`config.mk`:
```
export PLATFORM = sky130hd
export DESIGN_NAME = acq_seq
export DESIGN_NICKNAME = d
export VERILOG_FILES = /design/src/rtl/acq_seq_pkg.sv /design/src/rtl/acq_seq_pick.sv /design/src/rtl/acq_seq_quota.sv /design/src/rtl/acq_seq.sv
export SDC_FILE = /design/constraint.sdc
export NUM_CORES = 1
export LEC_CHECK = 0
export ABC_AREA = 1
export BUFFER_PORTS_ARGS = -buffer_cell sky130_fd_sc_hd__buf_2
export CAP_MARGIN = 10
export CORE_MARGIN = 3
export CORE_UTILIZATION = 45
export CTS_BUF_LIST = sky130_fd_sc_hd__clkbuf_4 sky130_fd_sc_hd__clkbuf_8 sky130_fd_sc_hd__clkbuf_16
export DETAILED_ROUTE_END_ITERATION = 10
export GPL_TIMING_DRIVEN = 0
export PLACE_DENSITY_LB_ADDON = 0.1
export SYNTH_ARGS = -nofsm -noshare
export SYNTH_HDL_FRONTEND = slang
export SYNTH_SLANG_ARGS = --single-unit
export TNS_END_PERCENT = 1
```
`constraint.sdc`:
```
create_clock -name clk -period 1.9 [get_ports clk]
set_clock_uncertainty 0.05 [all_clocks]
set_input_delay 0.095 -clock clk [delete_from_list [all_inputs] [get_ports clk]]
set_output_delay 0.095 -clock clk [all_outputs]
set_load 0.02 [all_outputs]
```
`src/rtl/acq_seq_pkg.sv`:
```
package acq_seq_pkg;
    typedef enum logic [1:0] {
        ST_SCAN = 2'd0,
        ST_CONV = 2'd1,
        ST_HOLD = 2'd2
    } seq_st_e;
endpackage

```
`src/rtl/acq_seq_pick.sv`:
```
module acq_seq_pick #(
    parameter int N    = 8,
    parameter int IW   = $clog2(N)
) (
    input  logic [N-1:0]  req,
    output logic          found,
    output logic [IW-1:0] idx
);
    always_comb begin
        found = 1'b0;
        idx   = '0;
        for (int i = N - 1; i >= 0; i--) begin
            if (req[i]) begin
                found = 1'b1;
                idx   = IW'(i);
            end
        end
    end
endmodule

```
`src/rtl/acq_seq_quota.sv`:
```
module acq_seq_quota #(
    parameter int N     = 8,
    parameter int CNT_W = 16,
    parameter int IW    = $clog2(N)
) (
    input  logic             clk,
    input  logic             rst_n,
    input  logic             load,
    input  logic [N-1:0]     en_mask,
    input  logic [N*CNT_W-1:0] quota_flat,
    input  logic             hit,
    input  logic [IW-1:0]    hit_ch,
    output logic [N-1:0]     gate
);
    typedef struct packed {
        logic [CNT_W-1:0] cnt;
        logic [CNT_W-1:0] lim;
        logic             on;
    } slot_t;

    for (genvar g = 0; g < N; g++) begin : g_slot
        slot_t slot_d, slot_q;
        logic [CNT_W-1:0] cnt_inc;

        assign cnt_inc = slot_q.cnt + 1'b1;

        always_comb begin
            slot_d = slot_q;
            if (load) begin
                slot_d.cnt = '0;
                slot_d.lim = quota_flat[g*CNT_W +: CNT_W];
                slot_d.on  = en_mask[g] && (quota_flat[g*CNT_W +: CNT_W] != '0);
            end else if (hit && (hit_ch == IW'(g))) begin
                slot_d.cnt = cnt_inc;
                if (cnt_inc == slot_q.lim) begin
                    slot_d.on = 1'b0;
                end
            end
        end

        always_ff @(posedge clk or negedge rst_n) begin
            if (!rst_n) begin
                slot_q <= '0;
            end else begin
                slot_q <= slot_d;
            end
        end

        assign gate[g] = slot_q.on;
    end
endmodule

```
`src/rtl/acq_seq.sv`:
```
module acq_seq
    import acq_seq_pkg::*;
#(
    parameter int NUM_CH = 8,
    parameter int DATA_W = 12,
    parameter int CNT_W  = 16,
    parameter int TO_W   = 16,
    localparam int CH_W  = $clog2(NUM_CH)
) (
    input  logic                    clk,
    input  logic                    rst_n,
    input  logic                    start,
    input  logic [NUM_CH-1:0]       ch_enable,
    input  logic [NUM_CH*CNT_W-1:0] quota,
    input  logic [TO_W-1:0]         to_limit,
    input  logic [NUM_CH-1:0]       svc_flag,
    output logic [NUM_CH-1:0]       flag_clr,
    output logic [NUM_CH-1:0]       gate,
    output logic [CH_W-1:0]         mux_sel,
    output logic                    conv_en,
    output logic                    conv_start,
    input  logic                    conv_eoc,
    input  logic [DATA_W-1:0]       conv_data,
    output logic                    out_valid,
    input  logic                    out_ready,
    output logic [CH_W-1:0]         out_chan,
    output logic [DATA_W-1:0]       out_sample,
    output logic                    done,
    output logic                    err
);
    typedef struct packed {
        seq_st_e           st;
        logic [CH_W-1:0]   ch;
        logic [TO_W-1:0]   tmr;
        logic [DATA_W-1:0] smp;
        logic              sp;
        logic [NUM_CH-1:0] clr;
        logic              armed;
        logic              err;
    } seq_t;

    seq_t seq_d, seq_q;

    logic [NUM_CH-1:0] pending;
    logic              pick_found;
    logic [CH_W-1:0]   pick_idx;
    logic              take_hit;

    assign pending = svc_flag & gate;

    acq_seq_pick #(.N(NUM_CH), .IW(CH_W)) u_pick (
        .req   (pending),
        .found (pick_found),
        .idx   (pick_idx)
    );

    acq_seq_quota #(.N(NUM_CH), .CNT_W(CNT_W), .IW(CH_W)) u_quota (
        .clk        (clk),
        .rst_n      (rst_n),
        .load       (start),
        .en_mask    (ch_enable),
        .quota_flat (quota),
        .hit        (take_hit),
        .hit_ch     (seq_q.ch),
        .gate       (gate)
    );

    always_comb begin
        seq_d     = seq_q;
        seq_d.sp  = 1'b0;
        seq_d.clr = '0;
        take_hit  = 1'b0;
        if (start) begin
            seq_d.st    = ST_SCAN;
            seq_d.armed = 1'b1;
            seq_d.err   = 1'b0;
            seq_d.tmr   = '0;
        end else begin
            unique case (seq_q.st)
                ST_SCAN: begin
                    if (pick_found) begin
                        seq_d.st  = ST_CONV;
                        seq_d.ch  = pick_idx;
                        seq_d.sp  = 1'b1;
                        seq_d.clr = NUM_CH'(1) << pick_idx;
                        seq_d.tmr = '0;
                    end
                end
                ST_CONV: begin
                    if (!seq_q.sp && conv_eoc) begin
                        seq_d.smp = conv_data;
                        seq_d.st  = ST_HOLD;
                        take_hit  = 1'b1;
                    end else if (seq_q.tmr == to_limit) begin
                        seq_d.err = 1'b1;
                        seq_d.st  = ST_SCAN;
                    end else begin
                        seq_d.tmr = seq_q.tmr + 1'b1;
                    end
                end
                ST_HOLD: begin
                    if (out_ready) begin
                        seq_d.st = ST_SCAN;
                    end
                end
                default: seq_d.st = ST_SCAN;
            endcase
        end
    end

    always_ff @(posedge clk or negedge rst_n) begin
        if (!rst_n) begin
            seq_q    <= '0;
            seq_q.st <= ST_SCAN;
        end else begin
            seq_q <= seq_d;
        end
    end

    assign flag_clr   = seq_q.clr;
    assign mux_sel    = seq_q.ch;
    assign conv_en    = (seq_q.st == ST_CONV);
    assign conv_start = seq_q.sp;
    assign out_valid  = (seq_q.st == ST_HOLD);
    assign out_chan   = seq_q.ch;
    assign out_sample = seq_q.smp;
    assign done       = seq_q.armed && (gate == '0) && (seq_q.st == ST_SCAN);
    assign err        = seq_q.err;
endmodule

```
==> impl_metrics.csv, run 1 <==
group,metric,value,unit
synthesis,synth.largest_area_cell,"dfrtp_1",
timing,rsz0062_at_grt,"true",
synthesis,syn-cell-area,0.0176,sq mm
die,std_cell_rows,71,
synthesis,post-synth-top-area-fraction,43.7,%
route,routedWlPerCell,16.6,um
power,power_density,787,mW/mm^2
timing,final_tns_setup,-1.02,ns
timing,setup-violations-final,20,
die,design.portCount,216,
placed_design,dpl.hpwl,39400,um
cells_and_area,final_util,60.6,%
cells_and_area,area_growth,31.1,%
cells_and_area,final_cells,3343,
timing,final.setup.worst_slack,-0.140,ns
synthesis,synth_enable_flop_cells,0,
global_route,global_route_wire_length_before_repair,87600,um
synthesis,asyncSetResetFlopFracSynth,100,%
route,drt.antenna.violating_nets,0,
global_route,via_count_of_the_first_global_routing_pass,16700,
die,initial_core_util,46.3,%
cts,path_clk_slew,0.06,ns
route,first_pass_iters,5,
route,drc,0,
cells_and_area,num-fill-cells,3407,
timing,max_slew.worst_pin.slew,0.949,ns
route,routed-via-count,17300,
synthesis,synth.top_cells.by_count,"nand2_1, dfrtp_1, inv_1, nand3_1, nor2_1",
global_route,grt_overflow,0,
critical_path,crit_type,"flop to primary output",
placed_design,place.port_buffers,214,
synthesis,mappedNetlistNets,2534,
synthesis,ys_seq_area_share,43.7,%
critical_path,worst-endpoint-required,1.75,ns
timing,timing.final.max_slew_violations,0,
placed_design,numPlacedInstances,3076,
cts,clock_insertion_delay_worst_skew,0.53,ns
die,coreArea,0.0381,sq mm
synthesis,synth_area_leaders,"dfrtp_1, nand2_1, inv_1",
timing,hold_violations,0,
min_path,timing.hold.worst.class,"input pin to flop",
cts,htree_num_levels,2,
cts,clock_sinks,308,
cts,clockRootBuffer,"clkbuf_16",
route,first_iter_violations,1009,
global_route,antenna_violations_before_repair,0,
critical_path,arrival,1.89,ns
power,post-layout-total-power,18.2,mW
power,worst_ir_drop_vdd,487,uV
synthesis,yosys_warnings,0,
route,viasPerCell,5.16,
cts,clockBufferDepth,3,
timing,hold_slack,0.0254,ns
run_status,outcome,"finished, violations left",
cells_and_area,drive_gt1_share,18.0,%
cells_and_area,final_nets,2992,
synthesis,synth.distinct_cells,43,
critical_path,critPathLaunchType,"flop",
critical_path,critical_path.max_fanout,5,
global_route,largest_net_degree_at_the_start_of_global_routing,117,
run_status,violations,"negative setup slack",
die,dieWidth,204,um
synthesis,post-synth-top-count-cell,"nand2_1",
die,die_area,0.0416,sq mm
timing,relSlewSlack,36.7,%
synthesis,syn_area_per_cell,7.51,sq um
flow_run,maxCapViolCount,0,
synthesis,mapped_cells,2348,
timing,final_period_minus_worst_setup_slack,2.04,ns
global_route,grt.total_usage,26.3,%
synthesis,flop_and_latch_count_out_of_synthesis,308,
cells_and_area,antenna_cells,0,
timing,fmaxAchievable,0.490,GHz
cts,cts_inserted_buffers,37,
synthesis,synth_top_flop_cell,"dfrtp_1",
critical_path,crit_path_end_kind,"primary output",
cts,tritoncts_clock_tree,"yes",
route,routed_wl,55600,um
die,die_height,204,um
power,p_leak,11.2,nW
timing,timing.final.crit_share,107,%
placed_design,finalWeightedCongestion,0.928,
[report_power, final]
| group | leakage [nW] | internal (mW) | switching, mW |
|---|---|---|---|
| Combinational | 6.57 | 1.42 | 1.90 |
| Clock | 0.648 | 4.54 | 2.86 |
| Sequential | 4.00 | 7.02 | 0.439 |
[cell type report]
| class | instances | area, sq um | share of cell area, % |
|---|---|---|---|
| repair buffers | 419 | 3110 | 13.5 |
| clock inverters | 6 | 58.8 | 0.254 |
| flip-flops and latches | 308 | 7730 | 33.4 |
| clock buffers | 59 | 1230 | 5.31 |
| multi-input cells | 1656 | 8680 | 37.5 |
| inverters | 296 | 1110 | 4.82 |
| well taps | 511 | 639 | 2.77 |
| plain buffers | 88 | 557 | 2.41 |
[cells in the final DEF, fill, tap and decap left out, types with 18 or more instances in the layout]
cell	count
buf_2	222
buf_4	75
clkbuf_1	22
clkbuf_16	39
dfrtp_1	292
dlygate4sd3_1	165
inv_1	286
nand2_1	748
nand3_1	172
nand4_1	43
nor2_1	134
nor2_2	21
nor2_4	18
nor3_1	23
nor4_1	34
o21ai_0	132
o21ai_1	24
o22ai_1	90
xnor2_1	24
xor2_1	86
[critical path: stages, from the launching register on]
cell,delay (ns)
dfrtp_2,0.48
nor4_2,0.29
nand2_1,0.14
nor4_4,0.23
buf_4,0.20
[sequential cells by signal (all words and copies together) (netlist names)]
| signal | flops |
|---|---|
| conv_start | 1 |
| u_quota.gate | 8 |
| err | 1 |
| flag_clr | 8 |
| out_sample | 12 |
| u_quota.g_slot.slot_q | 256 |
| mux_sel | 3 |
| seq_q | 19 |
[cells by family (layout without fill, tap and decap cells)]
group	count (synthesis)	count (layout)	synth area share (%)
fa+ha+maj	9	9	0.639
simple gates	1252	1252	30.9
xor+xnor	124	124	7.02
flops	308	308	43.7
mux	1	1	0.0568
buf+inv	384	868	9.08
compound gates	270	270	8.54
[metrics by stage]
stage / setup WS (ns) / instance area [sq um]
3_3_place_gp: -5.53 / 19300
6_report: -0.140 / 23100
5_1_grt: -0.291 / 23100
3_5_place_dp: -0.740 / 19400
2_1_floorplan: 0.0422 / 17600
4_1_cts: -0.185 / 22600
[routing by layer]
metal / vias up / global-route usage (%) / wire length, um
met5: - / 0 / 0
met4: 0 / 7.79 / 1560
met3: 88 / 3.23 / 2920
met2: 499 / 43.1 / 25900
met1: 8193 / 36.7 / 25200
li1: 8477 / - / -
[path summary, 6_finish.rpt]
kind,startpoint,end,slack [ns],cells after the start
max in group asynchronous,rst_n,u_quota.g_slot[1].slot_q[17]$_DFFE_PN0P_,0.61,3
setup / recovery,u_quota.gate[7]$_DFFE_PN0P_,done,-0.14,4
hold reg to reg,out_sample[9]$_DFFE_PN0P_,out_sample[9]$_DFFE_PN0P_,0.43,2
min in group asynchronous,rst_n,u_quota.g_slot[5].slot_q[7]$_DFFE_PN0P_,0.09,2
hold / removal,to_limit[11],err$_DFFE_PN0P_,0.03,6
setup reg to reg,seq_q[43]$_DFFE_PN0P_,u_quota.gate[7]$_DFFE_PN0P_,-0.12,12
[what timing repair did]
action / 4_1_cts / 5_1_grt
endpoints found under the hold margin: 233 / 0
buffers inserted: 12 / 25
endpoints found under the setup margin: 149 / 147
cloned: 0 / 0
hold buffers: 165 / 0
resized for setup: 56 / 88
pin swaps: 9 / 23
Note: power is estimated with default switching activity, not from simulation.
==> run 2: changes to the inputs <==
CORE_ASPECT_RATIO = 1.1   (was not set)
==> run 2 against run 1 <==
Effect of this change:
- the flow still finishes with violations (negative setup slack)
- combinational power about the same
- critical endpoint unchanged
- highest routed layer unchanged
- critical path depth up 2
- design area is 0.24% higher
- final cell count is 0.36% lower
- sequential power is essentially flat
- maximum frequency increased by 0.46%
- utilization shrank 0.28 points
- register-to-register slack gained 0.02 ns
- first-iteration DRC count increased by 13%
- largest cell class unchanged
==> impl_metrics.csv, run 2 (same netlist as run 1, synthesis figures left out) <==
group,metric,value,unit
run_status,outcome,"finished, violations left",
run_status,violations,"negative setup slack",
die,std_cell_rows,75,
route,viasPerCell,5.12,
placed_design,dpl.hpwl,38700,um
cells_and_area,seq_area,0.00773,sq mm
critical_path,crit_path_cell_trace,"nor2_2, inv_2, nor3_2, nand2_1, nor4_4, buf_6",
timing,setup-violations-final,14,
critical_path,worstReg2RegStart,"conv_start$_DFF_PN0_",
cells_and_area,final_cells,3331,
die,design.portCount,216,
critical_path,critical_path.max_fanout,4,
power,switching_share,28.6,%
route,routed-wl-met3,3360,um
critical_path,critical_path.startpoint,"seq_q[42]$_DFFE_PN0P_",
critical_path,crit-reg2reg-capture,"u_quota.gate[7]$_DFFE_PN0P_",
critical_path,worst-endpoint-required,1.75,ns
cts,htree_num_levels,2,
critical_path,critPathCapture,"done",
cts,path_clk_slew,0.06,ns
cells_and_area,drive_gt1_share,18.7,%
route,routed-via-count,17000,
timing,final.setup.worst_slack,-0.130,ns
cells_and_area,multi_input_comb_area,0.00876,sq mm
route,routedWlPerCell,16.3,um
global_route,grt.total_usage,25.7,%
power,switching_power,5.22,mW
timing,fmaxAchievable,0.493,GHz
critical_path,cp_slowest_stage_delay,0.46,ns
global_route,via_count_of_the_first_global_routing_pass,16700,
cts,tritoncts_clock_tree,"yes",
timing,hold_violations,0,
die,dieWidth,195,um
power,worst_ir_drop_vdd,793,uV
cells_and_area,antenna_cells,0,
die,initial_core_util,45.9,%
route,wl_met2,24900,um
timing,timing.final.max_slew_violations,0,
route,wl_met1,24300,um
placed_design,standard_cell_area_after_detailed_placement,0.0194,sq mm
timing,max_slew.worst_pin.slew,1.05,ns
timing,hold_slack,0.0349,ns
placed_design,finalWeightedCongestion,0.921,
critical_path,rr_worst_depth,12,
global_route,global_route_wire_length_before_repair,86300,um
cells_and_area,largest_register_ff_count,256,
die,die_area,0.0416,sq mm
cells_and_area,largest_register,"u_quota.g_slot.slot_q",
flow_run,maxCapViolCount,0,
route,routed_wl,54300,um
die,die_height,214,um
power,share_seq_of_total_power,40.9,%
critical_path,crit_type,"flop to primary output",
route,first_pass_iters,6,
cells_and_area,area_growth,31.4,%
critical_path,crit_path_end_kind,"primary output",
die,coreArea,0.0384,sq mm
power,cellInternalPower,13.0,mW
global_route,grt_overflow,0,
timing,final_period_minus_worst_setup_slack,2.03,ns
route,first_iter_violations,1136,
global_route,largest_net_degree_at_the_start_of_global_routing,104,
critical_path,arrival,1.89,ns
cts,cts_inserted_buffers,38,
cells_and_area,final_common_cell,"nand2_1",
timing,final_tns_setup,-0.805,ns
critical_path,critPathLaunchType,"flop",
power,power.combinational.fraction,18.2,%
timing,rsz0062_at_grt,"true",
power,power_density,788,mW/mm^2
cells_and_area,final_util,60.4,%
min_path,timing.hold.worst.class,"input pin to flop",
cts,clock_sinks,308,
cts,clockBufferDepth,3,
global_route,antenna_violations_before_repair,0,
cells_and_area,num-fill-cells,3507,
cells_and_area,final_cell_mix,"nand2_1, dfrtp_1, inv_1, buf_2, nand3_1",
cts,clockRootBuffer,"clkbuf_16",
route,drc,0,
route,routed.top_layer,"met4",
timing,relSlewSlack,29.8,%
timing,timing.final.crit_share,107,%
power,share_clk_of_total_power,40.9,%
cells_and_area,final_nets,2988,
critical_path,setup.reg_to_reg.worst_slack,-0.10,ns
cells_and_area,fin_area,0.0232,sq mm
critical_path,critical_path.slowest_cell,"dfrtp_2",
route,drt.antenna.violating_nets,0,
placed_design,numPlacedInstances,3065,
power,p_leak,11.3,nW
placed_design,place.port_buffers,214,
cts,clock_insertion_delay_worst_skew,0.54,ns
==> run 2: cell types whose count changed in the layout (fill, tap and decap cells not counted), sizes merged <==
cell	change
clkbuf	-4
dlygate4sd3	-7
clkinv	+5
buf	+2
inv	+1
bufinv	+2
==> run 2: power by group through the flow <==
| stage | Clock, mW | Combinational [mW] | Sequential, mW |
|---|---|---|---|
| 3_3_place_gp | 0 | 2.78 | 7.54 |
| 6_report | 7.46 | 3.32 | 7.47 |
| 3_5_place_dp | 0 | 2.83 | 7.55 |
| 5_1_grt | 7.88 | 3.66 | 7.52 |
| 4_1_cts | 7.63 | 3.18 | 7.45 |
| 2_1_floorplan | 0 | 1.81 | 7.42 |
==> run 2: critical path: cells and delay by family, from the launching register on <==
kind / cells / cell delay (ns)
DFF: 1 / 0.46
buffers and inverters: 2 / 0.28
and+or+nand+nor: 4 / 0.63
==> run 2: what timing repair did <==
action | 4_1_cts | 5_1_grt
pin swaps | 8 | 25
resized for setup | 67 | 98
hold buffers | 159 | 0
setup endpoints to repair | 148 | 149
hold endpoints to repair | 462 | 0
setup buffers | 9 | 29
==> run 2: routing by layer <==
layer | vias up | track usage (%)
met3 | 105 | 4.40
met4 | 0 | 8.40
met2 | 481 | 42.7
li1 | 8468 | -
met5 | - | 0
met1 | 7985 | 34.7
==> run 2: worst min path at each step <==
stage,slack [ns],start,endpoint,depth (start not counted)
2_1_floorplan,-0.25,rst_n,conv_start$_DFF_PN0_,0
3_3_place_gp,0.25,conv_data[4],out_sample[4]$_DFFE_PN0P_,3
3_5_place_dp,-0.04,rst_n,u_quota.g_slot[5].slot_q[7]$_DFFE_PN0P_,1
4_1_cts,0.006,to_limit[14],err$_DFFE_PN0P_,6
5_1_grt,0.05,to_limit[14],err$_DFFE_PN0P_,6
6_report,0.03,to_limit[14],err$_DFFE_PN0P_,6
==> run 2: area by class of cell <==
class                           instances  share of cell area (%)
Inverter                              296                    4.82
Multi-Input combinational cell       1656                    37.8
Sequential cell                       308                    33.4
Timing Repair Buffer                  414                    13.3
Clock inverter                         14                   0.686
Clock buffer                           55                    4.87
Buffer                                 88                    2.42
Tap cell                              500                    2.70
==> run 2: stage by stage <==
stage          total power [mW]  setup WS [ns]
5_1_grt                    19.1         -0.270
3_5_place_dp               10.4         -0.885
4_1_cts                    18.3         -0.217
3_3_place_gp               10.3          -5.54
6_report                   18.3         -0.130
2_1_floorplan              9.22         0.0422
==> run 3: changes to the inputs <==
SKIP_CTS_REPAIR_TIMING = 1   (was not set)
==> run 3 against run 2 <==
Effect of this change:
- critical endpoint unchanged
- global-route usage down 1.4 points
- critical path type unchanged
- sequential cell count unchanged
- largest cell class unchanged
- maximum frequency down 4.5%
- the flow finishes with violations (negative hold slack, negative setup slack)
==> impl_metrics.csv, run 3 (same netlist as run 1, synthesis figures left out) <==
group,metric,value,unit
power,power_density,796,mW/mm^2
critical_path,critPathLaunchType,"flop",
route,drt.antenna.violating_nets,0,
cts,clockRootBuffer,"clkbuf_16",
power,switching_power,5.19,mW
power,share_seq_of_total_power,41.2,%
timing,setup-violations-final,44,
power,share_clk_of_total_power,41.2,%
global_route,global_route_wire_length_before_repair,81700,um
placed_design,place.port_buffers,214,
cells_and_area,largest_register,"u_quota.g_slot.slot_q",
cts,tritoncts_clock_tree,"yes",
cts,clockBufferDepth,3,
timing,timing.final.crit_share,112,%
timing,max_slew.worst_pin.slew,1.01,ns
critical_path,arrival,1.98,ns
global_route,grt.total_usage,24.3,%
power,worst_ir_drop_vdd,788,uV
cells_and_area,seq_area,0.00772,sq mm
global_route,antenna_violations_before_repair,0,
placed_design,dpl.hpwl,38700,um
cells_and_area,final_cell_mix,"nand2_1, dfrtp_1, inv_1, buf_2, nand3_1",
cells_and_area,largest_register_ff_count,256,
flow_run,maxCapViolCount,0,
route,first_iter_violations,1074,
route,first_pass_iters,7,
global_route,grt_overflow,0,
cells_and_area,drive_gt1_share,16.9,%
critical_path,crit_type,"flop to primary output",
die,die_area,0.0416,sq mm
run_status,outcome,"finished, violations left",
cts,cts_inserted_buffers,38,
critical_path,crit_path_end_kind,"primary output",
placed_design,finalWeightedCongestion,0.921,
global_route,via_count_of_the_first_global_routing_pass,15700,
placed_design,standard_cell_area_after_detailed_placement,0.0194,sq mm
cells_and_area,final_cells,3306,
route,viasPerCell,5.11,
route,routed_wl,53700,um
die,std_cell_rows,75,
power,post-layout-total-power,18.1,mW
power,p_leak,11.0,nW
placed_design,numPlacedInstances,3065,
cts,path_clk_slew,0.06,ns
min_path,timing.hold.worst.class,"input pin to asynchronous set/reset pin",
run_status,violations,"negative hold slack, negative setup slack",
timing,hold_violations,2,
cts,clock_insertion_delay_worst_skew,0.54,ns
cells_and_area,fin_area,0.0228,sq mm
power,switching_share,28.6,%
die,initial_core_util,45.9,%
die,dieWidth,195,um
timing,final_period_minus_worst_setup_slack,2.13,ns
cells_and_area,num-fill-cells,3547,
cells_and_area,final_nets,2963,
power,cellInternalPower,12.9,mW
timing,relSlewSlack,32.5,%
cells_and_area,antenna_cells,0,
critical_path,worst-endpoint-required,1.75,ns
timing,final.setup.worst_slack,-0.226,ns
power,power.combinational.fraction,17.6,%
die,die_height,214,um
global_route,largest_net_degree_at_the_start_of_global_routing,104,
cts,clock_sinks,308,
timing,hold_slack,-0.0115,ns
route,routedWlPerCell,16.2,um
timing,fmaxAchievable,0.470,GHz
critical_path,worstReg2RegStart,"seq_q[42]$_DFFE_PN0P_",
route,routed-via-count,16900,
die,coreArea,0.0384,sq mm
die,design.portCount,216,
timing,timing.final.max_slew_violations,0,
critical_path,critical_path.startpoint,"seq_q[42]$_DFFE_PN0P_",
critical_path,rr_worst_depth,11,
cells_and_area,area_growth,29.2,%
cts,htree_num_levels,2,
cells_and_area,final_common_cell,"nand2_1",
critical_path,critical_path.max_fanout,4,
timing,rsz0062_at_grt,"true",
timing,final_tns_setup,-3.72,ns
cells_and_area,multi_input_comb_area,0.00861,sq mm
route,drc,0,
run 3: per-stage QoR:
stage               setup slack, ns  hold WS [ns]  utilization (%)
floorplan                    0.0422        -0.251                -
global placement              -5.54         0.245             50.4
detailed placement           -0.885       -0.0412             50.6
CTS                          -0.525        -0.615             53.9
global route                 -0.348        0.0266             59.3
finish                       -0.226       -0.0115             59.3
run 3: worst paths after layout:
| check | end | slack, ns |
|---|---|---|
| max | done | -0.23 |
| min | u_quota.g_slot[5].slot_q[7]$_DFFE_PN0P_ | -0.01 |
| max reg2reg | seq_q[30]$_DFFE_PN0P_ | -0.17 |
| min reg2reg | out_sample[8]$_DFFE_PN0P_ | 0.43 |
| max in group asynchronous | u_quota.g_slot[3].slot_q[17]$_DFFE_PN0P_ | 0.90 |
| min in group clk | out_sample[0]$_DFFE_PN0P_ | 0.01 |
run 3: power groups by stage:
stage / registers (mW) / clock network (mW) / logic, mW
2_1_floorplan: 7.42 / 0 / 1.81
3_3_place_gp: 7.54 / 0 / 2.78
3_5_place_dp: 7.55 / 0 / 2.83
4_1_cts: 7.44 / 7.63 / 2.84
5_1_grt: 7.53 / 7.88 / 3.53
6_report: 7.47 / 7.47 / 3.19
run 3: critical path, stage by stage (launching register included):
cell and delay [ns]:
dfrtp_2 0.47, nor2_2 0.17, inv_1 0.11, nor3_1 0.16, nand2_1 0.12, nor4_4 0.25, buf_6 0.19
run 3: routing by layer:
metal	vias up	routed length [um]	track usage (%)
li1	8405	-	-
met4	0	1350	7.23
met2	467	24900	39.6
met1	7930	24100	33.5
met5	-	0	0
met3	85	3290	4.57
run 3: cell type report:
type | instances | area share [%]
Sequential cell | 308 | 33.9
Multi-Input combinational cell | 1656 | 37.8
Clock inverter | 14 | 0.698
Timing Repair Buffer | 389 | 12.6
Clock buffer | 55 | 4.95
Tap cell | 500 | 2.75
Inverter | 296 | 4.90
Buffer | 88 | 2.37
